## config.mk

```make
export PLATFORM = sky130hd
export DESIGN_NAME = rtx_read_ctrl
export DESIGN_NICKNAME = d
export VERILOG_FILES = /design/src/rtl/rtx_pkg.sv /design/src/rtl/rtx_rst_sync.sv /design/src/rtl/rtx_ptr_ctl.sv /design/src/rtl/rtx_out_stage.sv /design/src/rtl/rtx_read_ctrl.sv
export SDC_FILE = /design/constraint.sdc
export NUM_CORES = 1
export LEC_CHECK = 0
export ABC_CLOCK_PERIOD_IN_PS = 1450
export CORE_MARGIN = 10
export CORE_UTILIZATION = 39
export CTS_CLUSTER_SIZE = 24
export DETAILED_ROUTE_END_ITERATION = 16
export PLACE_DENSITY = 0.84
export SLEW_MARGIN = 10
export SYNTH_ARGS = -nofsm -noshare
export SYNTH_HDL_FRONTEND = slang
export SYNTH_SLANG_ARGS = --single-unit
```

## constraint.sdc

```tcl
create_clock -name clk -period 1.45 [get_ports clk]
set_input_delay 0.3625 -clock clk [delete_from_list [all_inputs] [get_ports clk]]
set_output_delay 0.3625 -clock clk [all_outputs]
set_load 0.05 [all_outputs]
```

## src/rtl/rtx_pkg.sv

```systemverilog
package rtx_pkg;
  typedef enum logic {
    LAT_ZERO = 1'b0,
    LAT_NORM = 1'b1
  } lat_mode_e;
endpackage

```

## src/rtl/rtx_rst_sync.sv

```systemverilog
module rtx_rst_sync #(
  parameter int STAGES = 2
) (
  input  logic clk,
  input  logic rst_n,
  output logic rst_sn
);
  logic [STAGES-1:0] sync_q;
  logic [STAGES-1:0] sync_d;

  always_comb begin
    sync_d = {sync_q[STAGES-2:0], 1'b1};
  end

  always_ff @(posedge clk or negedge rst_n) begin
    if (!rst_n) sync_q <= '0;
    else        sync_q <= sync_d;
  end

  assign rst_sn = sync_q[STAGES-1];
endmodule

```

## src/rtl/rtx_ptr_ctl.sv

```systemverilog
module rtx_ptr_ctl #(
  parameter int AW = 4
) (
  input  logic          clk,
  input  logic          rst_sn,
  input  logic          zero_mode,
  input  logic          rd_en,
  input  logic          rtx_n,
  input  logic [AW:0]   wr_ptr,
  output logic [AW-1:0] mem_addr,
  output logic          load_en,
  output logic          empty
);
  localparam logic [AW:0] PTR_ZERO = '0;
  localparam logic [AW:0] PTR_ONE  = {{AW{1'b0}}, 1'b1};

  logic [AW:0] rd_ptr_q;
  logic [AW:0] rd_ptr_d;
  logic        rtx_req;
  logic        has_data;

  assign rtx_req  = ~rtx_n;
  assign empty    = (rd_ptr_q == wr_ptr);
  assign has_data = (wr_ptr != PTR_ZERO);

  always_comb begin
    rd_ptr_d = rd_ptr_q;
    load_en  = 1'b0;
    mem_addr = rd_ptr_q[AW-1:0];
    if (rtx_req) begin
      rd_ptr_d = PTR_ZERO;
      if (zero_mode) begin
        mem_addr = '0;
        if (has_data) begin
          load_en  = 1'b1;
          rd_ptr_d = PTR_ONE;
        end
      end
    end else if (rd_en && !empty) begin
      load_en  = 1'b1;
      rd_ptr_d = rd_ptr_q + PTR_ONE;
    end
  end

  always_ff @(posedge clk or negedge rst_sn) begin
    if (!rst_sn) rd_ptr_q <= '0;
    else         rd_ptr_q <= rd_ptr_d;
  end
endmodule

```

## src/rtl/rtx_out_stage.sv

```systemverilog
module rtx_out_stage #(
  parameter int DW = 8
) (
  input  logic          clk,
  input  logic          rst_sn,
  input  logic          load_en,
  input  logic [DW-1:0] din,
  output logic [DW-1:0] dout
);
  logic [DW-1:0] dout_q;
  logic [DW-1:0] dout_d;

  always_comb begin
    dout_d = dout_q;
    if (load_en) dout_d = din;
  end

  always_ff @(posedge clk or negedge rst_sn) begin
    if (!rst_sn) dout_q <= '0;
    else         dout_q <= dout_d;
  end

  assign dout = dout_q;
endmodule

```

## src/rtl/rtx_read_ctrl.sv

```systemverilog
module rtx_read_ctrl
  import rtx_pkg::*;
#(
  parameter int DW    = 8,
  parameter int DEPTH = 16,
  parameter int AW    = $clog2(DEPTH)
) (
  input  logic          clk,
  input  logic          rst_n,
  input  logic          lat_sel_i,
  input  logic          rd_en_i,
  input  logic          rtx_n_i,
  input  logic [AW:0]   wr_ptr_i,
  output logic [AW-1:0] mem_addr_o,
  input  logic [DW-1:0] mem_data_i,
  output logic [DW-1:0] dout_o,
  output logic          empty_o
);
  logic      rst_sn;
  lat_mode_e mode_q;
  lat_mode_e mode_d;
  logic      zero_mode;
  logic      load_en;

  rtx_rst_sync #(.STAGES(2)) u_rst (
    .clk    (clk),
    .rst_n  (rst_n),
    .rst_sn (rst_sn)
  );

  always_comb begin
    mode_d = mode_q;
    if (!rst_sn) mode_d = lat_mode_e'(lat_sel_i);
  end

  always_ff @(posedge clk) begin
    mode_q <= mode_d;
  end

  assign zero_mode = (mode_q == LAT_ZERO);

  rtx_ptr_ctl #(.AW(AW)) u_ptr (
    .clk       (clk),
    .rst_sn    (rst_sn),
    .zero_mode (zero_mode),
    .rd_en     (rd_en_i),
    .rtx_n     (rtx_n_i),
    .wr_ptr    (wr_ptr_i),
    .mem_addr  (mem_addr_o),
    .load_en   (load_en),
    .empty     (empty_o)
  );

  rtx_out_stage #(.DW(DW)) u_out (
    .clk     (clk),
    .rst_sn  (rst_sn),
    .load_en (load_en),
    .din     (mem_data_i),
    .dout    (dout_o)
  );
endmodule

```

==> results of run 1 <==
## through the flow
step                      power (W)  cell area, sq um  hold WS, ps  worst slack, ps
after floorplan           0.0008103             799.5        66.91           -378.5
after global placement     0.001092              1335        188.4           -820.7
after detailed placement   0.001104              1335        203.5           -889.7
after CTS                  0.001441              1471        215.7           -258.3
after global routing       0.001493              1478        229.4           -383.1
final                      0.001429              1478        216.1           -287.6
## cell type report
type | instances | area, sq um | share of cell area
timing repair buffer | 53 | 583.1 | 0.3946
multi-input combinational | 43 | 414.1 | 0.2803
sequential | 16 | 405.4 | 0.2743
clock buffer | 4 | 36.28 | 0.02456
tap | 25 | 31.28 | 0.02117
inverter | 2 | 7.507 | 0.005080
## worst paths after layout
kind                                                from                             to  slack [ps]  cells past startpoint
min reg2reg                    u_rst.sync_q[1]$_DFF_PN0_  u_ptr.rd_ptr_q[3]$_DFFE_PN0P_         220                      1
min in group clk               u_rst.sync_q[0]$_DFF_PN0_      u_rst.sync_q[1]$_DFF_PN0_         360                      0
max in group asynchronous      u_rst.sync_q[1]$_DFF_PN0_      u_out.dout[5]$_DFFE_PN0P_        1080                      1
max reg2reg                u_ptr.rd_ptr_q[0]$_DFFE_PN0P_      u_out.dout[5]$_DFFE_PN0P_        -260                      6
min                            u_rst.sync_q[1]$_DFF_PN0_  u_ptr.rd_ptr_q[3]$_DFFE_PN0P_         220                      1
max                                          wr_ptr_i[0]                        empty_o        -290                      7
## cell families after synthesis
| family | Yosys count | synth area share |
|---|---|---|
| buffers and inverters | 3 | 0.02492 |
| AND/OR/NAND/NOR | 16 | 0.1113 |
| flip-flops | 16 | 0.5382 |
| XOR/XNOR | 9 | 0.1047 |
| adder cells (fa/ha/maj) | 1 | 0.01661 |
| other | 1 | 0.004979 |
| multiplexers | 8 | 0.1196 |
| AO/OA/AOI/OAI | 8 | 0.07974 |
## what timing repair did
item                                    in CTS  in global routing
pin swaps                                    9                  5
gates resized for setup                     34                  5
endpoints found under the setup margin      17                 17
buffers inserted                             7                  2
## sequential cells by signal, indices dropped and copies added (netlist names)
name and count:
mode_q 1, u_out.dout 8, u_ptr.rd_ptr_q 5, u_rst.sync_q 2
## power by group through the flow
stage                     combinational, W  clock [W]  sequential [W]
after global placement            0.000543          0        0.000549
after detailed placement          0.000555          0        0.000549
after CTS                         0.000606   0.000291        0.000544
after global routing              0.000628   0.000315        0.000550
final                             0.000598   0.000287        0.000545
after floorplan                   0.000158          0        0.000652
## cell usage after synthesis
| library cell | count |
|---|---|
| sky130_fd_sc_hd__a21o_2 | 1 |
| sky130_fd_sc_hd__and3_1 | 1 |
| sky130_fd_sc_hd__and4_1 | 1 |
| sky130_fd_sc_hd__buf_6 | 1 |
| sky130_fd_sc_hd__conb_1 | 1 |
| sky130_fd_sc_hd__dfrtp_1 | 15 |
| sky130_fd_sc_hd__edfxtp_1 | 1 |
| sky130_fd_sc_hd__ha_1 | 1 |
| sky130_fd_sc_hd__inv_1 | 2 |
| sky130_fd_sc_hd__mux2_2 | 8 |
| sky130_fd_sc_hd__nand2_1 | 2 |
| sky130_fd_sc_hd__nand3_1 | 2 |
| sky130_fd_sc_hd__nor2_1 | 5 |
| sky130_fd_sc_hd__nor2b_1 | 4 |
| sky130_fd_sc_hd__o211ai_1 | 2 |
| sky130_fd_sc_hd__o21a_1 | 1 |
| sky130_fd_sc_hd__o21ai_0 | 2 |
| sky130_fd_sc_hd__o21ai_2 | 1 |
| sky130_fd_sc_hd__o21ba_2 | 1 |
| sky130_fd_sc_hd__or4_1 | 1 |
| sky130_fd_sc_hd__xnor2_1 | 6 |
| sky130_fd_sc_hd__xor2_1 | 3 |
## metal layers
layer / GRT usage / routed length, microns
met1: 0.1118 / 908
met2: 0.1978 / 1111
met3: 0.04007 / 153
met4: 0.03005 / 13
met5: 0 / 0
## critical path, stage by stage
cell	delay, ps
sky130_fd_sc_hd__clkdlybuf4s15_1	200
sky130_fd_sc_hd__buf_4	140
sky130_fd_sc_hd__xnor2_1	160
sky130_fd_sc_hd__nand2_1	110
sky130_fd_sc_hd__buf_6	140
sky130_fd_sc_hd__nor2_4	120
sky130_fd_sc_hd__buf_12	140
==> results.md, run 1 <==
* Crit-path max FO at 4
* Share of total power in the clock network at 0.201
* Worst setup slack after layout at -287.6 ps
* Crit Path Category: primary input to output port
* Number of synthesized register bits at 16
* Violated checks: negative setup slack
* Number of hold buffers added after cts at 0
* Status: complete, but fails checks
* Root buffer cell: sky130_fd_sc_hd__clkbuf_4
* Total Nets Final at around 140
* Residual overflow from global routing at 0
* Die extent in y at ~64 microns
* Power density of the placed cells at 967.2 nW/um^2
* Sequential fraction of the synthesis area at 0.5382
* Overall Global Routing Usage at 0.1079
* Initial core utilization at 0.4225
* Area of the die at just over 4000 sq um
* Sink Count at 16
* Average cell area after synthesis at 12.15 sq um
* Number of antenna violations at the first check in global routing at 0
* Layout Skew at 3.286 ps
* Most area-hungry cell type in the Yosys netlist: sky130_fd_sc_hd__dfrtp_1
* Min-Delay Path Class: register to asynchronous set/reset pin
* Avg Vias per Cell at 4.699
* Arrival time at the worst endpoint at roughly 1400 ps
* Total routed wirelength at about 2200 microns
* TritonCTS buffer count at 3
* Leak Pwr at between 0.6 and 0.7 nW
* Antenna-violating nets left at 0
* Share of cells above drive strength 1 at 0.5254
* Maximum root-to-sink buffer count at 2
* Diode count at 0
* Portion of the clock cycle consumed by the worst path in the final layout at 1.198
* Unrepaired setup endpoints after global routing: yes
* Cell area after technology mapping at about 750 sq um
* Int Pwr at 0.0009735 W
* Switch Pwr at about 0.00046 W
* Comb power frac at 0.418
* Number of global-route vias before repair at 790
* Peak clock frequency supported by timing at around 580 MHz
* Clock Pin Slew Worst Setup and Hold Paths at 90 ps
* Port Buffers at 30
* TritonCTS clock tree: built
* Post-Layout Cell Count at 143
* Fill cell total of the finished layout at 99
* Leading post-synthesis cells by cell area: sky130_fd_sc_hd__dfrtp_1, sky130_fd_sc_hd__mux2_2, sky130_fd_sc_hd__xnor2_1
* Most common library cell in the layout ignoring fill and taps: sky130_fd_sc_hd__buf_4
* Switching share of power at 0.3188
* Required time reported for the critical path endpoint at around 1100 ps
* Area fraction of the dominant cell type after synthesis at 0.4983
* Reported max-cap violation count at 0
* Iter 0 DRT Violations at 14
* Number of top-level pins at 31
* Hold Violations, Final at 0
* Relative contribution of sequential cells to total power at 0.381
* Post-route setup TNS at -2842 ps
* Maximum vdd drop at around 0.7 mV
* Pins Over Slew Limit at 0
* Most frequent cells in the layout: sky130_fd_sc_hd__buf_4, sky130_fd_sc_hd__dfrtp_1, sky130_fd_sc_hd__clkdlybuf4s50_1
* Final Wtd Congestion at 0.8395
* Post-synthesis to final-layout area growth at 96.18%
* Half-perimeter wire length after detailed placement at 1647 microns
* H-tree lvl count at 1
* Routed via count at between 600 and 700
* Net count after synthesis at a little over 80
* Count of unresolved DRC violations after routing at 0
* Clock period minus worst slack at around 1700 ps
* Detail-routed net length per standard cell at about 15 microns
* Worst Setup End Kind: output port
* Yosys cell types at 22
* Synth warnings at 0
* Util after Layout at 0.8288
* Insertion delay to the later sink of the worst-skew pair at 280 ps
* Core ar. at around 1800 sq um
* Finish-stage setup viols at 17
* First-pass iteration count of the detailed router at 4
* Nature of the critical path startpoint: primary input
* Number of placed cells counting well taps at roughly 130
* Site Rows at 15
* Largest net degree at the start of global routing at 14
* First-pass GRT wire length at 3657 microns
* Die boundary width at between 60 and 70 microns
* Number of instances in the synthesized netlist at 62
Power figures use the tool's default switching activity.
==> run 2, diff against run 1 <==
--- a/config.mk
+++ b/config.mk
@@ -8,7 +8,7 @@
 export ABC_CLOCK_PERIOD_IN_PS = 1450
 export CORE_MARGIN = 10
 export CORE_UTILIZATION = 39
-export CTS_CLUSTER_SIZE = 24
+export CTS_CLUSTER_SIZE = 25
 export DETAILED_ROUTE_END_ITERATION = 16
 export PLACE_DENSITY = 0.84
 export SLEW_MARGIN = 10
==> results of run 2 <==
Same layout as run 1: the final DEF is identical, and so are final timing and power.
